## src/rtl/pmc_pkg.sv

```systemverilog
package pmc_pkg;
  typedef enum logic [1:0] {
    PM_RUN   = 2'b00,
    PM_IDLE  = 2'b01,
    PM_SLEEP = 2'b10,
    PM_TRANS = 2'b11
  } pm_mode_e;

  function automatic int fx_weight(input int centi, input int frac);
    return (centi * (2 ** frac) + 50) / 100;
  endfunction
endpackage

```

## src/rtl/pmc_timer.sv

```systemverilog
module pmc_timer #(
  parameter int CNT_W = 8
) (
  input  logic             clk,
  input  logic             rst_n,
  input  logic             load,
  input  logic [CNT_W-1:0] load_val,
  output logic             zero
);
  logic [CNT_W-1:0] cnt_q;

  always_ff @(posedge clk or negedge rst_n) begin
    if (!rst_n)             cnt_q <= '0;
    else if (load)          cnt_q <= load_val;
    else if (cnt_q != '0)   cnt_q <= cnt_q - 1'b1;
  end

  assign zero = (cnt_q == '0);
endmodule

```

## src/rtl/pmc_seq.sv

```systemverilog
module pmc_seq
  import pmc_pkg::*;
#(
  parameter int LAT_SHORT    = 10,
  parameter int LAT_SLEEP_IN = 90,
  parameter int LAT_WAKE     = 160,
  parameter int CNT_W        = 8
) (
  input  logic             clk,
  input  logic             rst_n,
  input  logic             req_idle,
  input  logic             req_sleep,
  input  logic             wake,
  input  logic             tmr_zero,
  output pm_mode_e         state_q,
  output pm_mode_e         tgt_q,
  output logic             first_q,
  output logic             tmr_load,
  output logic [CNT_W-1:0] tmr_val
);
  localparam logic [CNT_W-1:0] V_SHORT = CNT_W'(LAT_SHORT - 1);
  localparam logic [CNT_W-1:0] V_SLEEP = CNT_W'(LAT_SLEEP_IN - 1);
  localparam logic [CNT_W-1:0] V_WAKE  = CNT_W'(LAT_WAKE - 1);

  pm_mode_e state_d, tgt_d;
  logic     pend_q, wake_eff, wake_start;

  always_comb begin
    state_d    = state_q;
    tgt_d      = tgt_q;
    tmr_load   = 1'b0;
    tmr_val    = V_SHORT;
    wake_start = 1'b0;
    wake_eff   = wake | pend_q;
    case (state_q)
      PM_RUN: begin
        if (req_sleep) begin
          state_d = PM_TRANS; tgt_d = PM_SLEEP; tmr_load = 1'b1; tmr_val = V_SLEEP;
        end else if (req_idle) begin
          state_d = PM_TRANS; tgt_d = PM_IDLE;  tmr_load = 1'b1; tmr_val = V_SHORT;
        end
      end
      PM_IDLE: begin
        if (wake_eff) begin
          state_d = PM_TRANS; tgt_d = PM_RUN; tmr_load = 1'b1; tmr_val = V_SHORT;
          wake_start = 1'b1;
        end else if (req_sleep) begin
          state_d = PM_TRANS; tgt_d = PM_SLEEP; tmr_load = 1'b1; tmr_val = V_SLEEP;
        end
      end
      PM_SLEEP: begin
        if (wake_eff) begin
          state_d = PM_TRANS; tgt_d = PM_RUN; tmr_load = 1'b1; tmr_val = V_WAKE;
          wake_start = 1'b1;
        end
      end
      default: begin
        if (tmr_zero) state_d = tgt_q;
      end
    endcase
  end

  always_ff @(posedge clk or negedge rst_n) begin
    if (!rst_n) begin
      state_q <= PM_RUN;
      tgt_q   <= PM_RUN;
      first_q <= 1'b0;
      pend_q  <= 1'b0;
    end else begin
      state_q <= state_d;
      tgt_q   <= tgt_d;
      first_q <= tmr_load;
      if (wake_start)
        pend_q <= 1'b0;
      else if (state_q == PM_TRANS && wake && tgt_q != PM_RUN)
        pend_q <= 1'b1;
    end
  end
endmodule

```

## src/rtl/pmc_outmap.sv

```systemverilog
module pmc_outmap
  import pmc_pkg::*;
#(
  parameter int W_FRAC        = 8,
  parameter int WEIGHT_W      = 20,
  parameter int W_RUN_CENTI   = 40000,
  parameter int W_IDLE_CENTI  = 5000,
  parameter int W_SLEEP_CENTI = 16
) (
  input  pm_mode_e             state_q,
  input  pm_mode_e             tgt_q,
  input  logic                 first_q,
  output logic                 clk_en,
  output logic                 pwr_en,
  output logic [1:0]           mode,
  output logic                 busy,
  output logic [WEIGHT_W-1:0]  weight
);
  localparam logic [WEIGHT_W-1:0] WV_RUN   = WEIGHT_W'(fx_weight(W_RUN_CENTI, W_FRAC));
  localparam logic [WEIGHT_W-1:0] WV_IDLE  = WEIGHT_W'(fx_weight(W_IDLE_CENTI, W_FRAC));
  localparam logic [WEIGHT_W-1:0] WV_SLEEP = WEIGHT_W'(fx_weight(W_SLEEP_CENTI, W_FRAC));

  logic sleep_entry_late;

  assign sleep_entry_late = (state_q == PM_TRANS) && (tgt_q == PM_SLEEP) && !first_q;
  assign clk_en = (state_q == PM_RUN);
  assign pwr_en = !((state_q == PM_SLEEP) || sleep_entry_late);
  assign mode   = state_q;
  assign busy   = (state_q == PM_TRANS);

  always_comb begin
    case (state_q)
      PM_IDLE:  weight = WV_IDLE;
      PM_SLEEP: weight = WV_SLEEP;
      default:  weight = WV_RUN;
    endcase
  end
endmodule

```

## src/rtl/pwr_mode_ctrl.sv

```systemverilog
module pwr_mode_ctrl
  import pmc_pkg::*;
#(
  parameter int LAT_SHORT     = 10,
  parameter int LAT_SLEEP_IN  = 90,
  parameter int LAT_WAKE      = 160,
  parameter int W_FRAC        = 8,
  parameter int WEIGHT_W      = 20,
  parameter int W_RUN_CENTI   = 40000,
  parameter int W_IDLE_CENTI  = 5000,
  parameter int W_SLEEP_CENTI = 16
) (
  input  logic                clk,
  input  logic                rst_n,
  input  logic                req_idle,
  input  logic                req_sleep,
  input  logic                wake,
  output logic                clk_en,
  output logic                pwr_en,
  output logic [1:0]          mode,
  output logic                busy,
  output logic [WEIGHT_W-1:0] weight
);
  localparam int LAT_MAX0 = (LAT_SHORT > LAT_SLEEP_IN) ? LAT_SHORT : LAT_SLEEP_IN;
  localparam int LAT_MAX  = (LAT_MAX0 > LAT_WAKE) ? LAT_MAX0 : LAT_WAKE;
  localparam int CNT_W    = (LAT_MAX < 2) ? 1 : $clog2(LAT_MAX);

  pm_mode_e         state_q, tgt_q;
  logic             first_q, tmr_load, tmr_zero;
  logic [CNT_W-1:0] tmr_val;

  pmc_seq #(
    .LAT_SHORT(LAT_SHORT), .LAT_SLEEP_IN(LAT_SLEEP_IN), .LAT_WAKE(LAT_WAKE), .CNT_W(CNT_W)
  ) u_seq (
    .clk(clk), .rst_n(rst_n), .req_idle(req_idle), .req_sleep(req_sleep), .wake(wake),
    .tmr_zero(tmr_zero), .state_q(state_q), .tgt_q(tgt_q), .first_q(first_q),
    .tmr_load(tmr_load), .tmr_val(tmr_val)
  );

  pmc_timer #(.CNT_W(CNT_W)) u_tmr (
    .clk(clk), .rst_n(rst_n), .load(tmr_load), .load_val(tmr_val), .zero(tmr_zero)
  );

  pmc_outmap #(
    .W_FRAC(W_FRAC), .WEIGHT_W(WEIGHT_W), .W_RUN_CENTI(W_RUN_CENTI),
    .W_IDLE_CENTI(W_IDLE_CENTI), .W_SLEEP_CENTI(W_SLEEP_CENTI)
  ) u_out (
    .state_q(state_q), .tgt_q(tgt_q), .first_q(first_q), .clk_en(clk_en), .pwr_en(pwr_en),
    .mode(mode), .busy(busy), .weight(weight)
  );
endmodule

```

## config.mk

```make
export PLATFORM = sky130hd
export DESIGN_NAME = pwr_mode_ctrl
export DESIGN_NICKNAME = d
export VERILOG_FILES = /design/src/rtl/pmc_pkg.sv /design/src/rtl/pmc_timer.sv /design/src/rtl/pmc_seq.sv /design/src/rtl/pmc_outmap.sv /design/src/rtl/pwr_mode_ctrl.sv
export SDC_FILE = /design/constraint.sdc
export NUM_CORES = 1
export LEC_CHECK = 0
export BUFFER_PORTS_ARGS = -buffer_cell sky130_fd_sc_hd__buf_2
export CORE_MARGIN = 4
export CORE_UTILIZATION = 51
export DETAILED_ROUTE_END_ITERATION = 8
export PLACE_DENSITY_LB_ADDON = 0.08
export SLEW_MARGIN = 40
export SYNTH_ARGS = -nofsm -noshare
export SYNTH_HDL_FRONTEND = slang
export SYNTH_SLANG_ARGS = --single-unit
export TNS_END_PERCENT = 50
```

## constraint.sdc

```tcl
create_clock -name clk -period 2.65 [get_ports clk]
set_input_delay 0.265 -clock clk [delete_from_list [all_inputs] [get_ports clk]]
set_output_delay 0.265 -clock clk [all_outputs]
set_load 0.02 [all_outputs]
```

# Word level (Yosys, flattened, before mapping)
# Index checks and enable logic that the tools add are counted.
[classes]
n_reduce_logical = 18
addsub = 1
mux = 29
eq_ne = 7
bitwise_logic = 1
[ops]
columns = ["operator", "n"]
rows = [
  ["17-bit case mux with 2 select lines", 1],
  ["8-bit two-way mux", 4],
  ["8-bit case mux with 3 select lines", 1],
  ["2-bit two-way mux", 11],
  ["2-bit case mux with 3 select lines", 2],
  ["8-bit logical NOT", 1],
  ["1-bit two-way mux", 8],
  ["4-bit AND reduction", 2],
  ["8-bit nonzero test", 1],
  ["8-bit by 1-bit subtractor with 8-bit output, second input constant", 1],
  ["7-bit two-way mux", 1],
  ["2-bit == test, second input constant", 3],
  ["3-bit != test, second input constant", 2],
  ["2-bit nonzero test", 3],
  ["1-bit logical AND", 4],
  ["4-bit nonzero test", 1],
  ["1-bit case mux with 3 select lines", 1],
  ["3-bit nonzero test", 1],
  ["2-bit by 1-bit == test with 1-bit output, second input constant", 1],
  ["1-bit logical NOT", 2],
  ["2-bit logical NOT", 1],
  ["2-bit != test, second input constant", 1],
  ["2-bit OR reduction", 1],
  ["1-bit logical OR", 1],
  ["1-bit OR", 1],
]
[totals]
out_inout_bits = 25
reg_bits = 14
wordCells = 61
inputBits = 5

# Logic depth before layout (Yosys ltp)
# Gate-level depths: netlist (run 1).
[depth]
depth_word = 5
mapped_depth = 7
ltp_nobuf = 7

# By module
# From an unflattened synthesis (run 1), not the netlist that was laid out.
[hier_totals]
hier_cells = 136
area_unflattened_um2 = 1183.6
[by_module_without_submodules]
columns = ["module", "cells_per_inst", "seq_area_each_um2", "instances", "area_each_um2"]
rows = [
  ["pmc_timer", 54, 200.2, 1, 476.7],
  ["pmc_seq", 52, 150.1, 1, 474.2],
  ["pmc_outmap", 30, 0.0, 1, 232.7],
]

# Least setup slack after synthesis (run 1)
# Ideal clock, no wire load.
[synth_path]
path_kind = "register to register"
startpoint = "register u_seq.state_q[0]"
endpoint = "register u_tmr.cnt_q[1]"
t_required_ns = 2.522
slack_ns = 0.629
arrival_time_ns = 1.893
stages_incl_launch_ff = 8
n_path_buf = 0
period_less_slack_ns = 2.021
cell_sequence = "dfrtp_1 -> inv_1 -> ha_1 -> o21ai_0 -> a21o_1 -> and2_4 -> inv_2 -> o311a_2"
[synth_via]
elab_chain_len = 3
elab_cells_between_ends = 7
[synth_lines]
columns = ["item", "line_no", "source"]
rows = [
  ["start, declared", "pmc_seq.sv:15", "output pm_mode_e state_q,"],
  ["start signal, assigned", "pmc_seq.sv:70", "state_q <= state_d;"],
  ["2-bit == test, or another cell as far along", "pmc_seq.sv:35", "case (state_q)"],
  ["1-bit case mux with 3 select lines (*)", "pmc_seq.sv:35", ""],
  ["named net tmr_load", "pwr_mode_ctrl.sv:29", "logic first_q, tmr_load, tmr_zero;"],
  ["8-bit two-way mux / 2-bit nonzero test (equally long branches)", "n/a", ""],
  ["end signal, assigned", "pmc_timer.sv:14", "else if (load) cnt_q <= load_val;"],
  ["end signal, assigned", "pmc_timer.sv:15", "else if (cnt_q != '0) cnt_q <= cnt_q - 1'b1;"],
  ["end, declared", "pmc_timer.sv:10", "logic [CNT_W-1:0] cnt_q;"],
]
# The timed path passes the listed nets; every way through them passes the cells marked *.
# A chain may end at the register's enable or synchronous reset.

# Final worst setup path (run 1)
[layout_path]
startpoint = "register u_tmr.cnt_q[0]"
endpoint = "register u_tmr.cnt_q[6]"
[layout_via]
elab_chain_len = 3
elab_cells_between_ends = 5
[layout_lines]
columns = ["item", "line_no"]
rows = [
  ["8-bit by 1-bit subtractor with 8-bit output", "pmc_timer.sv:15"],
  ["8-bit two-way mux", "pmc_timer.sv:15"],
  ["8-bit two-way mux", "pmc_timer.sv:14"],
]
# Parallel ways exist; a longest one is shown, timed or not. The select of a mux whose other input is x is not followed.

==> results of run 1 <==
## area by class of cell
class / count / share of cell area (%)
Inverter: 10 / 3.240
Timing Repair Buffer: 18 / 8.207
Tap cell: 27 / 2.916
Sequential cell: 14 / 30.24
Clock buffer: 4 / 3.132
Multi-Input combinational cell: 83 / 52.27
## placed cells by master, fill, tap and decap left out, types with 2 or more instances in the layout
cell	count
sky130_fd_sc_hd__a211oi_1	2
sky130_fd_sc_hd__a21oi_1	4
sky130_fd_sc_hd__buf_2	17
sky130_fd_sc_hd__clkbuf_4	3
sky130_fd_sc_hd__conb_1	12
sky130_fd_sc_hd__dfrtp_1	14
sky130_fd_sc_hd__ha_1	9
sky130_fd_sc_hd__inv_1	9
sky130_fd_sc_hd__mux2_2	4
sky130_fd_sc_hd__mux2i_1	3
sky130_fd_sc_hd__nand2_1	2
sky130_fd_sc_hd__nand3_1	2
sky130_fd_sc_hd__nor2_1	10
sky130_fd_sc_hd__nor2b_1	5
sky130_fd_sc_hd__nor3_1	3
sky130_fd_sc_hd__o211ai_1	3
sky130_fd_sc_hd__o21a_1	2
sky130_fd_sc_hd__o21ai_0	4
sky130_fd_sc_hd__o22ai_1	2
sky130_fd_sc_hd__xnor2_1	3
## flip-flops by register name, summed over array words and instances, names as in the netlist
name	cells
u_tmr.cnt_q	8
u_seq.first_q	1
u_seq.pend_q	1
u_seq.tgt_q	2
u_seq.state_q	2
## kinds of logic after synthesis
logic type / after synthesis / share of synthesized area (%)
and+or+nand+nor: 29 / 16.86
buffers and inverters: 27 / 15.00
AOI/OAI and AO/OA: 23 / 15.35
DFF: 14 / 32.56
adders and majority gates: 9 / 10.47
muxes: 7 / 6.977
xor gates and xnor gates: 3 / 2.442
other: 1 / 0.3485
## what timing repair did
item / in CTS / in global routing
gates resized for setup: 0 / 0
hold buffers: 1 / 0
endpoints found under the hold margin: 14 / 0
## layer usage
metal	routed length, um	part of all wire [%]
met1	814	44
met3	167	8.9
met5	0	0
met4	13	0.70
met2	870	47
## tightest hold or removal path, cell delays in order
cell and delay (ns):
sky130_fd_sc_hd__buf_2 0.12, sky130_fd_sc_hd__o211ai_1 0.09, sky130_fd_sc_hd__a21oi_1 0.07
## final timing paths
check / slack [ns] / start / endpoint / cells after the start
hold / removal: 0.31 / wake / u_seq.pend_q / 3
setup / recovery: 0.59 / u_tmr.cnt_q[0] / u_tmr.cnt_q[6] / 6
min in group asynchronous: 0.39 / rst_n / u_tmr.cnt_q[7] / 2
max in group asynchronous: 2.02 / rst_n / u_seq.tgt_q[1] / 2
hold reg to reg: 0.57 / u_tmr.cnt_q[0] / u_tmr.cnt_q[0] / 2
setup reg to reg: 0.59 / u_tmr.cnt_q[0] / u_tmr.cnt_q[6] / 6
## through the flow
step / total power [mW] / hold slack, ns
after floorplan: 0.2564 / -0.03059
after global placement: 0.2538 / 0.1717
after detailed placement: 0.2539 / 0.1749
after CTS: 0.4076 / 0.3017
after global routing: 0.4218 / 0.3219
final: 0.4014 / 0.3106
## power by group
part	leakage, nW	switching (mW)	internal (mW)
sequential	0.176	0.00162	0.215
combinational	0.408	0.0266	0.00764
clock	0.0210	0.0668	0.0837
total	0.605	0.0950	0.306
==> impl_results.md, run 1 <==
* Synth unique cells at 34
* Fraction of synthesized cell area taken by the top area cell type at 32.56%
* Met2 layer usage reported by global route at 23.79%
* Kind of critical path: reg -> reg
* Share of the clock period used by the worst path at 77.58%
* GRT Residual Overflow at 0
* Number of storage elements in the synthesis netlist at 14
* Antenna Cells at 0
* Global routing usage on met1 at 22.03%
* WL/cell at 11.96 um
* Number of standard-cell rows in the floorplan at 16
* Cell family with most CP delay: simple AND/OR/NAND/NOR gates
* Core box area at 0.001982 sq mm
* Number of synthesized flops with an enable pin at 0
* Post-CTS clock slew at the launch and capture registers of the worst setup and hold paths at 0.08 ns
* Top-level I/O count at 30
* Clock tree buffer depth at 2
* Full die area at 0.002909 sq mm
* Cell mode on critical path: sky130_fd_sc_hd__mux2_2
* Via count of the first global-routing pass at 721
* Initial antenna violation count at 0
* Num Clock Sinks at 14
* Most used standard cell by instance count after synthesis: sky130_fd_sc_hd__buf_4
* Portion of the post-synthesis area used by sequential elements at 32.56%
* GRT Resource Usage Total at 15.69%
* # Post-CTS Setup Buffers at 0
* Clock root buffer: sky130_fd_sc_hd__clkbuf_4
* Static leakage at 0.6045 nW
* Port-buffer cells at 17
* Max-capacitance violation count at 0
* Source-to-sink clock delay at the later pin of the worst-skew pair at 0.28 ns
* Number of max-slew violations in the final report at 0
* Final hold viol count at 0
* Met3 usage at 4.986%
* Series of cell instances along the critical path: inv_1 > ha_1 > or3b_2 > nor3_1 > mux2_2 > mux2_2
* Critical path peak fanout at 4
* First DRT Iteration DRCs at 11
* Global-route wire length before repair at 3.243 mm
* Kind of launch point of the worst setup path: flip-flop
* Leading register cell type out of synthesis: sky130_fd_sc_hd__dfrtp_1
* CTS tree: yes
* Transition time at the pin with the least slew margin at 0.5166 ns
* Most frequent cells after synthesis: 16 x sky130_fd_sc_hd__buf_4, 14 x sky130_fd_sc_hd__dfrtp_1, 10 x sky130_fd_sc_hd__nor2_1
* H-Tree Depth at 1
* Final nets at 144
* Worst clock skew at 0.006004 ns
* Post-synthesis cell area at 0.001076 sq mm
* Power density cells at 346.5 mW/mm^2
* Fill cells at 193
* Util after Layout at 58.46%
* Async set-or-reset flop fraction in the synthesized netlist at 100.0%
* Die outline width at 53.94 um
* Min cycle time layout at 2.056 ns
* Setup repair after global routing missed its margin: no
* Synthesized area divided by synthesized cell count at 9.522 sq um
* WL final at 1.866 mm
* Multi-input gate area in the final layout at 605.6 sq um
* Critical path's largest stage delay at 0.48 ns
* Required time reported for the critical path endpoint at 2.82 ns
* Number of setup violations in the final report at 0
* Synth area leaders: sky130_fd_sc_hd__dfrtp_1 33%, sky130_fd_sc_hd__buf_4 11%, sky130_fd_sc_hd__ha_1 10%, sky130_fd_sc_hd__mux2_2 4.2%, sky130_fd_sc_hd__nor2_1 3.5%
* Fraction of layout instances using a drive strength above 1 at 26.36%
* Cell area after layout at 0.001159 sq mm
* Initial Utilization at 54.29%
* Grt peak-use layer: met2
* Max stage delay cell, worst path: sky130_fd_sc_hd__or3b_2
* Worst EP arrival at 2.22 ns
* Remaining design rule violation count at 0
* Post-route setup TNS at 0 ns
* Antenna Nets Post-Route at 0
* DP HPWL at 1.541 mm
* Type of the tightest min-delay check: in -> reg
* Number of cells in the finished layout apart from fillers at 156
* Gate count of the mapped netlist at 113
* Maximum achievable frequency at 486.4 MHz
* Warnings from Yosys at 0
* Placed Area at 0.001112 sq mm
* Sequential cell area at 350.3 sq um
* Worst relative slew slack at 65.20%
* Pre-CTS worst setup slack at 0.5955 ns
* Slack of the critical path at 0.5942 ns
* Maximum number of pins on one net before global-route repair at 15
* Height of the die at 53.94 um
* Post-Place Cells at 151
* Crit. End Element: flip-flop
* Via/cell ratio at 5.141
* Total number of vias at 802
* Area growth from synthesis to layout at 7.674%
* Buffer and inverter count on the worst path at 1
* CTS Buf Count at 3
* Top cell type by total area after synthesis: sky130_fd_sc_hd__dfrtp_1
* Placer Congestion at 0.8637
* Run status: finished clean
* Iteration count of the initial detailed-routing pass at 4
* Maximum vdd ir drop at 0.2933 mV
Power figures use the tool's default switching activity.
==> inputs of run 2 (changes only) <==
CORE_UTILIZATION = 46   (was 51)
clock period = 1.75 ns   (was 2.65 ns; I/O delays follow)
==> impl_results.md, run 2 (synthesis results as in run 1) <==
* Run status: finished with violations
* Violations in the final reports: negative setup slack
* Clock tree buffer depth at 2
* Static leakage at 0.7234 nW
* Worst min-delay path endpoint: u_seq.pend_q
* Num Clock Sinks at 14
* Height of the die at 56.37 um
* WL/cell at 13.44 um
* Launch point of the worst reg-to-reg path: u_tmr.cnt_q[0]
* Max stage delay cell, worst path: sky130_fd_sc_hd__dfrtp_1
* CTS tree: yes
* Clock root buffer: sky130_fd_sc_hd__clkbuf_4
* Length in cells of the worst reg-to-reg path at 6
* Number of setup violations in the final report at 1
* Source-to-sink clock delay at the later pin of the worst-skew pair at 0.28 ns
* Fraction of layout instances using a drive strength above 1 at 48.03%
* Kind of launch point of the worst setup path: flip-flop
* Top-level I/O count at 30
* Fill cells at 204
* Cell mode on critical path: sky130_fd_sc_hd__mux2_4
* Worst EP arrival at 1.98 ns
* Cell depth of the worst min-delay path at 3
* Max-capacitance violation count at 0
* Antenna Nets Post-Route at 0
* CTS Buf Count at 3
* Core box area at 0.002212 sq mm
* Pre-CTS worst setup slack at -0.09828 ns
* WL final at 2.419 mm
* H-Tree Depth at 1
* Setup slack of the most critical reg-to-reg path at -0.06 ns
* Slack of the critical path at -0.06109 ns
* Share of the clock period used by the worst path at 103.5%
* Series of cell instances along the critical path: inv_2 > ha_4 > or3b_4 > nor3_4 > mux2_4 > mux2_4
* Global-route wire length before repair at 4.084 mm
* Maximum achievable frequency at 552.2 MHz
* Regs by FF count: u_tmr.cnt_q: 8 flops, u_seq.state_q: 2 flops, u_seq.tgt_q: 2 flops
* Worst clock skew at 0.006455 ns
* Type of the tightest min-delay check: in -> reg
* Maximum vdd ir drop at 0.3948 mV
* Post-Route Hold Slack at 0.2311 ns
* Total number of vias at 877
* Full die area at 0.003177 sq mm
* Number of max-slew violations in the final report at 0
* Initial Utilization at 48.64%
* Area growth from synthesis to layout at 33.14%
* Setup repair after global routing missed its margin: yes
* Remaining design rule violation count at 0
* Commonest cells after routing, fill and taps aside: 21 x sky130_fd_sc_hd__buf_4, 17 x sky130_fd_sc_hd__buf_2, 12 x sky130_fd_sc_hd__conb_1, 12 x sky130_fd_sc_hd__dfrtp_1, 10 x sky130_fd_sc_hd__nor2_1
* Hold_sp: wake
* Initial antenna violation count at 0
* Critical path's largest stage delay at 0.40 ns
* Most common cell after layout, fill and taps aside: sky130_fd_sc_hd__buf_4
* Kind of critical path: reg -> reg
* Critical register-to-register path endpoint: u_tmr.cnt_q[6]
* Iteration count of the initial detailed-routing pass at 4
* Via count of the first global-routing pass at 870
* Critical path peak fanout at 2
* GRT Resource Usage Total at 16.26%
* Placer Congestion at 0.7777
* Crit. End Element: flip-flop
* Via/cell ratio at 4.872
* Number of standard-cell rows in the floorplan at 17
* First DRT Iteration DRCs at 23
* Antenna Cells at 0
* DP HPWL at 1.901 mm
* Final hold viol count at 0
* GRT Residual Overflow at 0
* Post-CTS clock slew at the launch and capture registers of the worst setup and hold paths at 0.08 ns
* Final nets at 167
* Largest register by flop count: u_tmr.cnt_q
* Maximum number of pins on one net before global-route repair at 15
* Required time reported for the critical path endpoint at 1.92 ns
* Min cycle time layout at 1.811 ns
* Die outline width at 56.37 um
* Max reg flops at 8
* Port-buffer cells at 17
* Power density cells at 406.4 mW/mm^2
==> run 2: changes by cell type in the layout (fill, tap and decap cells not counted), sizes merged <==
| cell | delta |
|---|---|
| buf | +23 |
==> run 2: final cells by class <==
class	count	area, sq um	share of cell area (%)
multi-input cells	83	705.7	49.26
flip-flops and latches	14	352.8	24.63
clock buffers	4	26.28	1.834
inverters	10	37.54	2.620
repair buffers	41	275.3	19.21
well taps	28	35.03	2.445
==> run 2: power by group <==
group / internal [mW] / switching [mW]
Sequential: 0.326 / 0.00324
Clock: 0.0884 / 0.110
Combinational: 0.0116 / 0.0430
==> run 2: how the worst max path moves through the flow <==
stage	startpoint	end	slack (ns)	cells past startpoint
3_5_place_dp	u_tmr.cnt_q[0]	u_tmr.cnt_q[6]	-0.1	6
4_1_cts	u_tmr.cnt_q[1]	u_tmr.cnt_q[6]	-0.11	6
6_report	u_tmr.cnt_q[0]	u_tmr.cnt_q[6]	-0.06	6
2_1_floorplan	u_tmr.cnt_q[0]	u_tmr.cnt_q[6]	-0.08	6
3_3_place_gp	u_tmr.cnt_q[0]	u_tmr.cnt_q[6]	-0.05	6
5_1_grt	u_tmr.cnt_q[0]	u_tmr.cnt_q[6]	-0.12	6
==> run 2: through the flow <==
stage | instances | power [mW] | TNS [ns] | area, sq um | util (%)
2_1_floorplan | 124 | 0.3885 | -0.1797 | 1157 | -
3_3_place_gp | 172 | 0.3854 | -0.05403 | 1304 | 58.94
3_5_place_dp | 172 | 0.3862 | -0.09828 | 1304 | 58.94
4_1_cts | 179 | 0.5893 | -0.1094 | 1386 | 62.67
5_1_grt | 180 | 0.6162 | -0.1915 | 1433 | 64.76
6_report | 180 | 0.5822 | -0.06109 | 1433 | 64.76
==> run 2: metal layers <==
layer	vias up	track usage, %	share of wire (%)
met5	-	0	0
met4	0	4.068	0.58
met3	2	3.678	5.2
met2	25	25.71	48
met1	406	22.38	47
li1	444	-	-
==> run 2: critical path, delay by kind of cell (launching register included) <==
family | cells | cell delay [ns]
fa+ha+maj | 1 | 0.12
buf+inv | 1 | 0.08
mux | 2 | 0.57
flops | 1 | 0.40
simple gates | 2 | 0.52
==> run 2: repair_timing <==
| item | 4_1_cts | 5_1_grt |
|---|---|---|
| pin swaps | 4 | 3 |
| endpoints found under the hold margin | 14 | 0 |
| hold buffers | 1 | 0 |
| endpoints found under the setup margin | 5 | 10 |
| buffers inserted | 2 | 2 |
| gates resized for setup | 8 | 10 |
==> inputs of run 3 (changes only) <==
==> constraint.sdc (replaced) <==
create_clock -name clk -period 1.75 [get_ports clk]
set_input_delay 0.0875 -clock clk [delete_from_list [all_inputs] [get_ports clk]]
set_output_delay 0.0875 -clock clk [all_outputs]
set_load 0.02 [all_outputs]
==> impl_results.md, run 3 (synthesis results as in run 1) <==
* First DRT Iteration DRCs at 18
* Kind of critical path: reg -> reg
* Worst setup path start: u_tmr.cnt_q[0]
* Critical path's largest stage delay at 0.40 ns
* Kind of launch point of the worst setup path: flip-flop
* WL final at 2.417 mm
* Top-level I/O count at 30
* Crit. End Element: flip-flop
* Remaining design rule violation count at 0
* WL/cell at 13.43 um
* H-Tree Depth at 1
* Worst clock skew at 0.006508 ns
* CTS tree: yes
* Critical path peak fanout at 2
* Launch point of the worst reg-to-reg path: u_tmr.cnt_q[0]
* Antenna Nets Post-Route at 0
* Antenna Cells at 0
* Post-route setup TNS at -0.06455 ns
* Violations in the final reports: negative setup slack
* Static leakage at 0.7227 nW
* Maximum vdd ir drop at 0.4000 mV
* Die outline width at 56.37 um
* Largest register by flop count: u_tmr.cnt_q
* Via count of the first global-routing pass at 870
* Commonest cells after routing, fill and taps aside: 20 x sky130_fd_sc_hd__buf_4, 17 x sky130_fd_sc_hd__buf_2, 12 x sky130_fd_sc_hd__conb_1, 12 x sky130_fd_sc_hd__dfrtp_1, 10 x sky130_fd_sc_hd__nor2_1
* Length in cells of the worst reg-to-reg path at 6
* Final nets at 167
* Setup repair after global routing missed its margin: yes
* Initial antenna violation count at 0
* Post-CTS clock slew at the launch and capture registers of the worst setup and hold paths at 0.08 ns
* Maximum achievable frequency at 551.1 MHz
* Maximum number of pins on one net before global-route repair at 15
* CTS Buf Count at 3
* Global-route wire length before repair at 4.084 mm
* Share of the clock period used by the worst path at 103.7%
* DP HPWL at 1.901 mm
* Iteration count of the initial detailed-routing pass at 5
* Fill cells at 202
* Run status: finished with violations
* Clock root buffer: sky130_fd_sc_hd__clkbuf_4
* GRT Residual Overflow at 0
* Height of the die at 56.37 um
* Max-capacitance violation count at 0
* Type of the tightest min-delay check: in -> reg
* Full die area at 0.003177 sq mm
* GRT Resource Usage Total at 16.26%
* Core box area at 0.002212 sq mm
* Critical register-to-register path endpoint: u_tmr.cnt_q[6]
* Worst setup path endpoint: u_tmr.cnt_q[6]
* Pre-CTS worst setup slack at -0.09828 ns
* Cell mode on critical path: sky130_fd_sc_hd__mux2_4
* Power density cells at 409.2 mW/mm^2
* Number of max-slew violations in the final report at 0
* Number of standard-cell rows in the floorplan at 17
* Initial Utilization at 48.64%
* Port-buffer cells at 17
* Fraction of layout instances using a drive strength above 1 at 48.03%
* Max stage delay cell, worst path: sky130_fd_sc_hd__dfrtp_1
* Number of setup violations in the final report at 1
* Placer Congestion at 0.7777
* Source-to-sink clock delay at the later pin of the worst-skew pair at 0.29 ns
* Required time reported for the critical path endpoint at 1.92 ns
* Slack of the critical path at -0.06455 ns
* Min cycle time layout at 1.815 ns
* Total number of vias at 880
* Area growth from synthesis to layout at 32.67%
* Series of cell instances along the critical path: inv_2 > ha_4 > or3b_4 > nor3_4 > mux2_4 > mux2_4
* Max reg flops at 8
* Most common cell after layout, fill and taps aside: sky130_fd_sc_hd__buf_4
* Setup slack of the most critical reg-to-reg path at -0.06 ns
* Regs by FF count: u_tmr.cnt_q: 8 flops, u_seq.state_q: 2 flops, u_seq.tgt_q: 2 flops
* Via/cell ratio at 4.889
* Util after Layout at 64.54%
* Num Clock Sinks at 14
* Worst EP arrival at 1.99 ns
* Clock tree buffer depth at 2
* Final hold viol count at 0
run 3: changes by cell type in the layout (fill, tap and decap cells not counted):
cell	delta
sky130_fd_sc_hd__o31ai_2	+1
sky130_fd_sc_hd__buf_6	+1
sky130_fd_sc_hd__o31ai_4	-1
sky130_fd_sc_hd__buf_4	-1
run 3: through the flow:
step                cell area, sq um  hold slack, ns  power, mW  cells
detailed placement              1304         0.01130     0.3862    172
CTS                             1386          0.1111     0.5893    179
global route                    1428          0.1458     0.6154    180
floorplan                       1157         -0.2081     0.3885    124
finish                          1428          0.1285     0.5842    180
global placement                1304        0.006244     0.3854    172
run 3: cell type report:
class / count / area, sq um / share of cell area, %
Timing Repair Buffer: 41 / 279.0 / 19.54
Tap cell: 28 / 35.03 / 2.454
Clock buffer: 4 / 26.28 / 1.840
Inverter: 10 / 37.54 / 2.629
Multi-Input combinational cell: 83 / 696.9 / 48.82
Sequential cell: 14 / 352.8 / 24.72
run 3: power by group:
part	total (mW)	switching (mW)	internal (mW)
combinational	0.0536	0.0420	0.0116
clock	0.201	0.113	0.0885
sequential	0.329	0.00335	0.326
total	0.584	0.158	0.426
run 3: metal layers:
layer	up-vias	GRT usage [%]	share of wire [%]
li1	444	-	-
met1	413	22.38	49
met2	19	25.71	46
met3	4	3.678	3.9
met4	0	4.068	0.99
met5	-	0	0
run 3: critical path, delay by kind of cell, from the launching register on:
family        cells  cell delay, ns
fa+ha+maj         1            0.12
buf+inv           1            0.09
flops             1            0.40
mux               2            0.57
simple gates      2            0.52
run 3: repair_timing:
action	4_1_cts	5_1_grt
setup endpoints to repair	5	7
pin swaps	4	1
endpoints found under the hold margin	14	0
setup buffers	2	1
hold buffers	1	0
resized for setup	8	10
cloned	0	0
run 3: how the worst min path moves through the flow:
| stage | from | endpoint | slack (ns) | cells past startpoint |
|---|---|---|---|---|
| after floorplan | rst_n | u_seq.first_q | -0.21 | 0 |
| after CTS | wake | u_seq.pend_q | 0.11 | 3 |
| after detailed placement | rst_n | u_seq.tgt_q[1] | 0.01 | 1 |
| after global routing | wake | u_seq.pend_q | 0.15 | 3 |
| after global placement | rst_n | u_tmr.cnt_q[7] | 0.006 | 1 |
| final | wake | u_seq.pend_q | 0.13 | 3 |
